$ cat src/rtl/led_ser_pkg.sv
package led_ser_pkg;
  localparam int NUM_PORTS  = 8;
  localparam int FRAME_BITS = 24;
  localparam int IDX_W      = $clog2(FRAME_BITS);
  localparam int COL10_POS  = 8;
  localparam int COL100_POS = 9;
  localparam int MFAIL_POS  = 10;
  localparam int REPEAT_LO  = 3;
  localparam int ACT_BASE   = 16;

  typedef logic [FRAME_BITS-1:0] led_frame_t;
  typedef logic [NUM_PORTS-1:0]  port_flags_t;
endpackage

$ cat src/rtl/led_frame_timer.sv
module led_frame_timer #(
  parameter int FRAME_CYCLES = 2_100_000
) (
  input  logic clk,
  input  logic rst,
  output logic tick
);
  localparam int CNT_W = (FRAME_CYCLES > 1) ? $clog2(FRAME_CYCLES) : 1;
  localparam logic [CNT_W-1:0] CNT_LAST = CNT_W'(FRAME_CYCLES - 1);

  logic [CNT_W-1:0] cnt;

  always_ff @(posedge clk) begin
    if (rst) begin
      cnt  <= '0;
      tick <= 1'b0;
    end else begin
      tick <= (cnt == CNT_LAST);
      if (cnt == CNT_LAST) cnt <= '0;
      else                 cnt <= cnt + 1'b1;
    end
  end
endmodule

$ cat src/rtl/led_status_map.sv
module led_status_map
  import led_ser_pkg::*;
(
  input  port_flags_t part_flags,
  input  port_flags_t act_flags,
  input  logic        col_10m,
  input  logic        col_100m,
  input  logic        mem_fail,
  output led_frame_t  frame
);
  for (genvar p = 0; p < NUM_PORTS; p++) begin : g_port
    assign frame[p]            = part_flags[p];
    assign frame[ACT_BASE + p] = act_flags[p];
  end

  for (genvar r = REPEAT_LO; r < NUM_PORTS; r++) begin : g_repeat
    assign frame[MFAIL_POS + 1 + r - REPEAT_LO] = part_flags[r];
  end

  assign frame[COL10_POS]  = col_10m;
  assign frame[COL100_POS] = col_100m;
  assign frame[MFAIL_POS]  = mem_fail;
endmodule

$ cat src/rtl/led_burst_shifter.sv
module led_burst_shifter
  import led_ser_pkg::*;
#(
  parameter int HALF_CYCLES = 4
) (
  input  logic             clk,
  input  logic             rst,
  input  logic             start,
  input  led_frame_t       frame_in,
  output logic             led_clk,
  output logic             led_data,
  output logic             busy,
  output logic [IDX_W-1:0] bit_idx
);
  localparam int PH_W = $clog2(2 * HALF_CYCLES);
  localparam logic [PH_W-1:0]  PH_RISE  = PH_W'(HALF_CYCLES - 1);
  localparam logic [PH_W-1:0]  PH_LAST  = PH_W'(2 * HALF_CYCLES - 1);
  localparam logic [IDX_W-1:0] LAST_BIT = IDX_W'(FRAME_BITS - 1);

  led_frame_t      snap;
  logic [PH_W-1:0] phase;

  always_ff @(posedge clk) begin
    if (rst) begin
      snap     <= '0;
      phase    <= '0;
      bit_idx  <= '0;
      busy     <= 1'b0;
      led_clk  <= 1'b0;
      led_data <= 1'b0;
    end else if (!busy) begin
      if (start) begin
        busy     <= 1'b1;
        snap     <= frame_in;
        bit_idx  <= '0;
        phase    <= '0;
        led_clk  <= 1'b0;
        led_data <= frame_in[0];
      end
    end else if (phase == PH_LAST) begin
      phase   <= '0;
      led_clk <= 1'b0;
      if (bit_idx == LAST_BIT) begin
        busy     <= 1'b0;
        bit_idx  <= '0;
        led_data <= 1'b0;
      end else begin
        bit_idx  <= bit_idx + 1'b1;
        led_data <= snap[bit_idx + 1'b1];
      end
    end else begin
      phase <= phase + 1'b1;
      if (phase == PH_RISE) led_clk <= 1'b1;
    end
  end
endmodule

$ cat src/rtl/led_status_serializer.sv
module led_status_serializer
  import led_ser_pkg::*;
#(
  parameter int FRAME_CYCLES = 2_100_000,
  parameter int HALF_CYCLES  = 4
) (
  input  logic       clk,
  input  logic       rst,
  input  logic [7:0] part_flags,
  input  logic [7:0] act_flags,
  input  logic       col_10m,
  input  logic       col_100m,
  input  logic       mem_fail,
  output logic       led_clk,
  output logic       led_data
);
  logic             frame_tick;
  logic             burst_active;
  logic [IDX_W-1:0] bit_idx;
  led_frame_t       status_frame;

  led_frame_timer #(.FRAME_CYCLES(FRAME_CYCLES)) u_timer (
    .clk  (clk),
    .rst  (rst),
    .tick (frame_tick)
  );

  led_status_map u_map (
    .part_flags (part_flags),
    .act_flags  (act_flags),
    .col_10m    (col_10m),
    .col_100m   (col_100m),
    .mem_fail   (mem_fail),
    .frame      (status_frame)
  );

  led_burst_shifter #(.HALF_CYCLES(HALF_CYCLES)) u_shift (
    .clk      (clk),
    .rst      (rst),
    .start    (frame_tick),
    .frame_in (status_frame),
    .led_clk  (led_clk),
    .led_data (led_data),
    .busy     (burst_active),
    .bit_idx  (bit_idx)
  );
endmodule

$ cat config.mk
export PLATFORM = sky130hd
export DESIGN_NAME = led_status_serializer
export DESIGN_NICKNAME = d
export VERILOG_FILES = /design/src/rtl/led_ser_pkg.sv /design/src/rtl/led_frame_timer.sv /design/src/rtl/led_status_map.sv /design/src/rtl/led_burst_shifter.sv /design/src/rtl/led_status_serializer.sv
export SDC_FILE = /design/constraint.sdc
export NUM_CORES = 1
export LEC_CHECK = 0
export ABC_CLOCK_PERIOD_IN_PS = 4900
export BUFFER_PORTS_ARGS = -buffer_cell sky130_fd_sc_hd__buf_2
export CORE_ASPECT_RATIO = 1.75
export CORE_MARGIN = 3
export CORE_UTILIZATION = 40
export DETAILED_ROUTE_END_ITERATION = 10
export HOLD_SLACK_MARGIN = 0.15
export PLACE_DENSITY = 0.57
export SETUP_SLACK_MARGIN = 0.3
export SLEW_MARGIN = 0
export SYNTH_ARGS = -nofsm -noshare
export SYNTH_HDL_FRONTEND = slang
export SYNTH_HIERARCHICAL = 1
export SYNTH_SLANG_ARGS = --single-unit
export TNS_END_PERCENT = 1
$ cat constraint.sdc
create_clock -name clk -period 4.9 [get_ports clk]
set_input_delay 0.98 -clock clk [delete_from_list [all_inputs] [get_ports clk]]
set_output_delay 0.98 -clock clk [all_outputs]
set_load 0.01 [all_outputs]
---- Word level (Yosys, flattened, before mapping) ----
Cells that the tools add are included.
cells by class
  $add $sub $neg .......................... 3
  magnitude comparators ................... 1
  eq/ne operators ......................... 6
  muxes and demuxes ....................... 21
  bitwise logic cells ..................... 1
  reductions and logical operators ........ 5
operators with widths
  operator               count
  $add 22x1->22 const B  1
  $eq 22x22->1 const B   1
  $mux 5                 4
  $mux 1                 13
  $mux 3                 3
  $lt 5x6->1 const B     1
  $reduce_and 2->1       3
  $add 5x1->5 const B    1
  $bmux 1 s5             1
  $eq 5x5->1 const B     1
  $add 3x1->3 const B    1
  $eq 3x2->1 const B     1
  $eq 3x3->1 const B     1
  $ne 3x3->1 const B     1
  $ne 2x2->1 const B     1
  $reduce_bool 2->1      1
  $reduce_or 2->1        1
  $not 1->1              1
word-level totals
  register bits ........................... 58
  bits of input ports ..................... 21
  output and inout bits ................... 2
  word-level logic and storage cells ...... 45

---- Longest topological paths before layout ----
Gate-level depths: netlist of run 1.
  depth in word-level cells ............... 6
  mapped depth ............................ 7
  depth with buffers taken out ............ 7

---- Modules after synthesis ----
The synthesis of run 1 kept the hierarchy.
modules (own cells, without submodules)
  module             instances  cells each  area an instance (µm²)  sequential area each (µm²)
  led_burst_shifter  1          197         1669.1                  700.7
  led_frame_timer    1          122         1028.5                  460.4
  led_status_map     1          24          180.2                   0.0

---- Least setup slack after synthesis of run 1 ----
No wires, ideal clock.
  kind .................................... register -> register
  from .................................... register u_timer.cnt[0]
  to ...................................... register u_timer.cnt[20]
  setup time .............................. 71 ps
  arrival time ............................ 1873 ps
  required time ........................... 4829 ps
  slack ................................... 2957 ps
  cell stages (with the launch flop) ...... 6
  buffers on the path ..................... 0
  clock period less this slack ............ 1943 ps
  path through ............................ dfxtp_1 -> ha_1 -> nand4_1 -> or4_1 -> or3_1 -> a21oi_1
between the ends
  longest elaborated chain between the ends .. 2
  elaborated cells on any way between the ends .. 3
  those cells by class .................... 1 x add/sub; 1 x eq/ne; 1 x reduce/logical
ends and longest elaborated chain
  element                                                line                   text
  from (decl)                                            led_frame_timer.sv:11  logic [CNT_W-1:0] cnt;
  from (signal assigned)                                 led_frame_timer.sv:20  else cnt <= cnt + 1'b1;
  branches (longest 2 deep; another with $add 22x1->22)  n/a
Several ways; the timed one is not identified.
A chain may end at the register's enable or synchronous reset.

---- Final worst setup path of run 1 ----
  from .................................... register u_shift.bit_idx[0]
  to ...................................... register u_shift.led_data
between the ends
  longest elaborated chain between the ends .. 6
  elaborated cells on any way between the ends .. 7
  those cells by class .................... 1 x add/sub; 1 x eq/ne; 5 x mux
ends and longest elaborated chain
  element                       line                     text
  from (decl)                   led_burst_shifter.sv:13  output logic [IDX_W-1:0] bit_idx
  from (signal assigned)        led_burst_shifter.sv:48  bit_idx <= bit_idx + 1'b1;
  $add 5x1->5                   led_burst_shifter.sv:49  led_data <= snap[bit_idx + 1'b1];
  $bmux 1 s5                    led_burst_shifter.sv:49
  $mux 1 (implied by the code)  led_burst_shifter.sv:49
  $mux 1 *                      led_burst_shifter.sv:43  if (bit_idx == LAST_BIT) begin
  $mux 1 *                      led_burst_shifter.sv:40  end else if (phase == PH_LAST) begin
  $mux 1 *                      led_burst_shifter.sv:31  end else if (!busy) begin
  to (signal assigned)          led_burst_shifter.sv:38  led_data <= frame_in[0];
  to (signal assigned)          led_burst_shifter.sv:49
  to (decl)                     led_burst_shifter.sv:11  output logic led_data,
Every way passes the cells marked *; elsewhere a longest branch is shown, timed or not. The select of a mux whose other input is x is not followed.

==> impl_metrics.json, run 1 <==
{
  "reg2reg_depth": 5,
  "synthFlopType": "dfxtp_1",
  "worstMarginPinSlew_ns": 0.994,
  "synth.largest_area_cell": "dfxtp_1",
  "cts_made_buffers": 9,
  "avgSynthCellArea_um2": 8.39,
  "antenna_cells": 0,
  "cts_tree": "built",
  "rsz0062_at_grt": "no",
  "htreeDepth": 3,
  "post-route-period-util": 0.460,
  "multi_input_area_mm2": 0.00142,
  "end_kind": "flip-flop",
  "finalHoldViolations": 0,
  "io_buffers": 22,
  "hold_end": "u_shift/snap[3]",
  "initial_core_util": 0.417,
  "io_pins": 23,
  "drcViolationCount": 0,
  "fin_area_mm2": 0.00313,
  "avgViaCountPerCell": 5.26,
  "synth_seq_cells": 58,
  "vdd_drop_max_uv": 281,
  "clock_skew_ns": 0.00716,
  "r2r_slack_ns": 2.65,
  "syn_nets": 369,
  "nets": 360,
  "die-width_um": 70.1,
  "cts_buffer_depth": 2,
  "status": "finished, final reports clean",
  "cap_violations": 0,
  "met2_usage": 0.261,
  "period_needed_ns": 2.25,
  "seqCellArea_mm2": 0.00116,
  "crit_fanout": 11,
  "placementRows": 40,
  "worstSetupPathType": "flip-flop to flip-flop",
  "die_h_um": 118,
  "hold_path.class": "flip-flop to flip-flop",
  "antenna_left": 0,
  "ys_async_sr_fraction": 0,
  "place.gp.congestion": 0.823,
  "place_hpwl_um": 4140,
  "hp-start": "u_shift/snap[3]",
  "grtUsageMet3": 0.0502,
  "ctsHoldBuffers": 0,
  "cts_root_buf": "clkbuf_16",
  "numClockSinks": 58,
  "gr-usage-met1": 0.157,
  "synth_top_area_share": 0.403,
  "slew_headroom": 0.334,
  "grt_usage": 0.148,
  "maxSlewViolCount": 0,
  "ys_types": 42,
  "post_cts_buffers": 0,
  "whs_path_depth": 2,
  "synth_edf_count": 0,
  "synthCells": 343,
  "totalWireLength_um": 5810,
  "drive_above_1_share": 0.118,
  "timing.hold.ws_ns": 0.451,
  "setup_viol": 0,
  "nFillCells": 704,
  "worst-endpoint-arrival_ns": 2.46,
  "grt_pass1_wl_um": 9820,
  "ys_warn_count": 6,
  "placed_area_mm2": 0.00283,
  "max_freq_ghz": 0.444,
  "ys_top_cells_by_area": "dfxtp_1 40%, nand2_1 7.7%, buf_4 6.5%, a21oi_1 6.3%, mux4_1 5.5%",
  "cts-resized-gates": 0,
  "clk_latency_ns": 0.31,
  "reg2reg_to": "u_shift/led_data",
  "avgRoutedWirePerCell_um": 13.7,
  "grt-busiest-layer": "met2",
  "synthToLayoutAreaGrowth_pct": 8.87,
  "tns_ns": 0,
  "p_leak_nw": 1.11,
  "p_total_mw": 1.12,
  "synth_area_mm2": 0.00288,
  "gr-total-overflow": 0,
  "power_density_mw_per_mm2": 356,
  "fp.dieArea_mm2": 0.00829,
  "grt_max_degree": 38,
  "core_mm2": 0.00691,
  "r2r-start": "u_shift/bit_idx[0]",
  "antenna_found_initial": 0,
  "crit_start": "u_shift/bit_idx[0]",
  "path_clk_slew_ns": 0.05,
  "worst_setup_path_start_kind": "flip-flop",
  "crit_required_ns": 5.11,
  "via_count": 2227,
  "dr.pass1.iters": 4,
  "ys_seq_area_frac": 0.403,
  "grt_pass1_vias": 2183,
  "drt_iter0_markers": 120
}
worst max path at each step:
stage / to / slack [ns] / cells after the start
final: u_shift/led_data / 2.65 / 5
after global routing: u_shift/bit_idx[3] / 2.42 / 5
after CTS: u_shift/bit_idx[3] / 2.59 / 5
after detailed placement: u_timer/cnt[3] / 2.37 / 3
after global placement: u_timer/cnt[2] / 2.39 / 3
after floorplan: u_timer/cnt[20] / 2.96 / 5
power by group:
group / switching [mW] / total [mW] / internal, mW
Clock: 0.198 / 0.618 / 0.420
Sequential: 0.00242 / 0.477 / 0.475
Combinational: 0.0125 / 0.0206 / 0.00807
placed cells by master, fill, tap and decap left out, types with 3 or more instances in the layout:
master	instances
xor2_1	5
mux4_1	6
a31oi_1	3
dfxtp_1	58
or4_1	5
nand4_1	8
nor2_1	31
or3_1	6
clkbuf_1	3
ha_1	5
buf_2	22
nor3_1	6
nand2_1	59
o21ai_0	10
a22oi_1	4
nand2b_1	3
xnor2_1	11
nand3_1	7
clkbuf_16	9
a21oi_1	36
nor4_1	3
inv_1	8
mux2i_1	4
worst max-delay path, stage by stage (launching register included):
cell	delay [ns]
dfxtp_1	0.57
ha_1	0.45
mux4_1	0.62
mux2i_1	0.20
o22ai_1	0.12
o21a_1	0.19
state kept, by name, summed over array words and instances (netlist names):
signal / count
u_shift/led_clk: 1
u_shift/snap: 24
u_timer/cnt: 22
u_timer/tick: 1
u_shift/bit_idx: 5
u_shift/phase: 3
u_shift/led_data: 1
u_shift/busy: 1
Yosys cell counts (all sizes together), types with 2 or more instances:
cell type and n:
or4 5, nand3 7, a21oi 36, nor3b 2, mux4 6, clkbuf 12, inv 8, nor4 3
xor2 5, mux2i 4, or3 6, a22oi 4, xnor2 11, buf 31, ha 5, nor2b 3
nor2 31, nand4 9, nand2b 3, and3 2, o21ai 10, nand2 59, dfxtp 58, a31oi 3
nor3 6
routing by layer:
metal	wire length (µm)	up-vias
met4	104	0
met1	2440	1029
met5	0	-
li1	-	1154
met2	3090	34
met3	175	10
area by class of cell:
cell class	instances	share of cell area
multi-input cells	234	0.453
flip-flops and latches	58	0.371
clock buffers	14	0.0843
repair buffers	23	0.0375
well taps	84	0.0335
clock inverters	2	0.0112
inverters	8	0.00958
cells by family (layout without fill, tap and decap cells):
| family | count (synthesis) | in the layout | share of synthesized area |
|---|---|---|---|
| and+or+nand+nor | 140 | 140 | 0.227 |
| AOI/OAI and AO/OA | 62 | 62 | 0.122 |
| DFF | 58 | 58 | 0.403 |
| buffers and inverters | 51 | 47 | 0.104 |
| xor gates and xnor gates | 16 | 16 | 0.0487 |
| muxes | 11 | 11 | 0.0726 |
| adders and majority gates | 5 | 5 | 0.0217 |
stage by stage:
stage	util	std cells	setup WS [ns]
2_1_floorplan	-	343	2.96
3_3_place_gp	0.410	407	2.39
3_5_place_dp	0.410	407	2.37
4_1_cts	0.454	423	2.59
5_1_grt	0.454	423	2.42
6_report	0.454	423	2.65
(Power assumes the default switching activity.)
==> run 2, diff against run 1 <==
--- a/config.mk
+++ b/config.mk
@@ -5,7 +5,7 @@
 export SDC_FILE = /design/constraint.sdc
 export NUM_CORES = 1
 export LEC_CHECK = 0
-export ABC_CLOCK_PERIOD_IN_PS = 4900
+export ABC_CLOCK_PERIOD_IN_PS = 2250
 export BUFFER_PORTS_ARGS = -buffer_cell sky130_fd_sc_hd__buf_2
 export CORE_ASPECT_RATIO = 1.75
 export CORE_MARGIN = 3
==> constraint.sdc (replaced) <==
create_clock -name clk -period 2.25 [get_ports clk]
set_input_delay 0.45 -clock clk [delete_from_list [all_inputs] [get_ports clk]]
set_output_delay 0.45 -clock clk [all_outputs]
set_load 0.01 [all_outputs]
==> run 2 against run 1 <==
Compared with the run above:
- final cell count up 1.4%
- count of clock-buffer cells in the layout fell by 1
- first-iteration DRC count down 5.0%
- sequential power increased by 120%
- clock power up 120%
- critical path type unchanged
==> impl_metrics.json, run 2 (synthesis results as in run 1) <==
{
  "clock_skew_ns": 0.00712,
  "placementRows": 40,
  "cap_violations": 0,
  "worst_setup_path_start_kind": "flip-flop",
  "antenna_left": 0,
  "core_mm2": 0.00691,
  "post-route-period-util": 0.856,
  "die_h_um": 118,
  "r2r-start": "u_timer/cnt[5]",
  "period_needed_ns": 1.93,
  "gr-total-overflow": 0,
  "cpPeakStageDelay_ns": 0.59,
  "p_total_mw": 2.46,
  "crit_fanout": 9,
  "cts_root_buf": "clkbuf_16",
  "worstPathCellList": "nand4_1 -> or4_4 -> or4_1 -> a21oi_1",
  "fp.dieArea_mm2": 0.00829,
  "initial_core_util": 0.417,
  "max_freq_ghz": 0.519,
  "avgRoutedWirePerCell_um": 14.6,
  "status": "finished, final reports clean",
  "crit_start": "u_timer/cnt[5]",
  "finalHoldViolations": 0,
  "path_clk_slew_ns": 0.05,
  "cts_made_buffers": 9,
  "top_register": "u_shift/snap",
  "final_common_cell": "nand2_1",
  "vdd_drop_max_uv": 538,
  "grt_max_degree": 25,
  "synthToLayoutAreaGrowth_pct": 11.4,
  "drt_iter0_markers": 114,
  "worstMarginPinSlew_ns": 0.558,
  "drive_above_1_share": 0.154,
  "power_density_mw_per_mm2": 767,
  "slew_headroom": 0.628,
  "clk_latency_ns": 0.32,
  "p_leak_nw": 1.14,
  "place_hpwl_um": 4500,
  "antenna_found_initial": 0,
  "grt_pass1_vias": 2326,
  "maxSlewViolCount": 0,
  "totalWireLength_um": 6280,
  "grt_usage": 0.166,
  "via_count": 2258,
  "numClockSinks": 58,
  "worst-endpoint-arrival_ns": 2.18,
  "final_cell_mix": "59 x nand2_1, 57 x dfxtp_1, 36 x a21oi_1",
  "largest_reg_flops": 24,
  "htreeDepth": 3,
  "dr.pass1.iters": 5,
  "drcViolationCount": 0,
  "io_pins": 23,
  "crit_slowest_cell": "or4_4",
  "multi_input_area_mm2": 0.00143,
  "grt_pass1_wl_um": 10900,
  "die-width_um": 70.1,
  "hold_path.class": "primary input to flip-flop",
  "seqCellArea_mm2": 0.00116,
  "avgViaCountPerCell": 5.26,
  "crit_required_ns": 2.50,
  "place.gp.congestion": 0.836,
  "cts_buffer_depth": 2,
  "nFillCells": 713,
  "setup_viol": 0,
  "io_buffers": 22,
  "cts_tree": "built",
  "worstSetupPathType": "flip-flop to flip-flop",
  "nets": 367,
  "rsz0062_at_grt": "yes",
  "antenna_cells": 0,
  "end_kind": "flip-flop",
  "tns_ns": 0,
  "hp-start": "mem_fail",
  "top_regs": "u_shift/snap (24), u_timer/cnt (22), u_shift/bit_idx (5)"
}
-- run 2: cell types whose count changed in the layout (fill, tap and decap cells not counted), sizes merged --
cell and change:
buf +7, clkbuf -1
-- run 2: report_power, final --
part	total (mW)	internal (mW)	switching (mW)
clock	1.37	0.938	0.432
combinational	0.0504	0.0215	0.0289
sequential	1.04	1.03	0.00531
-- run 2: layer usage --
metal  track usage  wire, µm  up-vias  share of wire
met5             0         0        -              0
met4        0.0923       114        0          0.018
met3        0.0349       120       10          0.019
met2         0.302      3510       28           0.56
met1         0.172      2530     1053           0.40
li1              -         -     1167              -
-- run 2: what timing repair did --
action                     4_1_cts  5_1_grt
setup endpoints to repair        3        5
setup buffers                    0        1
pin swaps                        0        3
gates resized for setup          1        4
hold buffers                     0        0
-- run 2: critical path: cells and delay by family (launching register included) --
kind / cells / cell delay, ns
AO/OA/AOI/OAI: 1 / 0.14
flip-flops: 1 / 0.43
AND/OR/NAND/NOR: 3 / 1.29
-- run 2: final cells by class --
cell class	count	area share
clock buffer	13	0.0843
clock inverter	2	0.0109
inverter	8	0.00937
multi-input combinational	234	0.447
sequential	58	0.363
tap	84	0.0328
timing repair buffer	30	0.0531
-- run 2: through the flow --
step | hold slack [ns] | util | std cells | cell area (µm²) | setup WS [ns]
finish | 0.373 | 0.464 | 429 | 3210 | 0.324
global route | 0.387 | 0.464 | 429 | 3210 | 0.250
CTS | 0.361 | 0.462 | 428 | 3190 | 0.234
detailed placement | 0.445 | 0.417 | 413 | 2880 | 0.204
global placement | 0.439 | 0.417 | 413 | 2880 | 0.226
floorplan | 0.432 | - | 343 | 2880 | 0.307
-- run 2: worst paths after layout --
check | end | slack [ns] | cells after the start
setup / recovery | u_timer/cnt[19] | 0.32 | 4
hold / removal | u_shift/snap[10] | 0.37 | 3
setup reg to reg | u_timer/cnt[19] | 0.32 | 4
hold reg to reg | u_timer/cnt[0] | 0.44 | 1
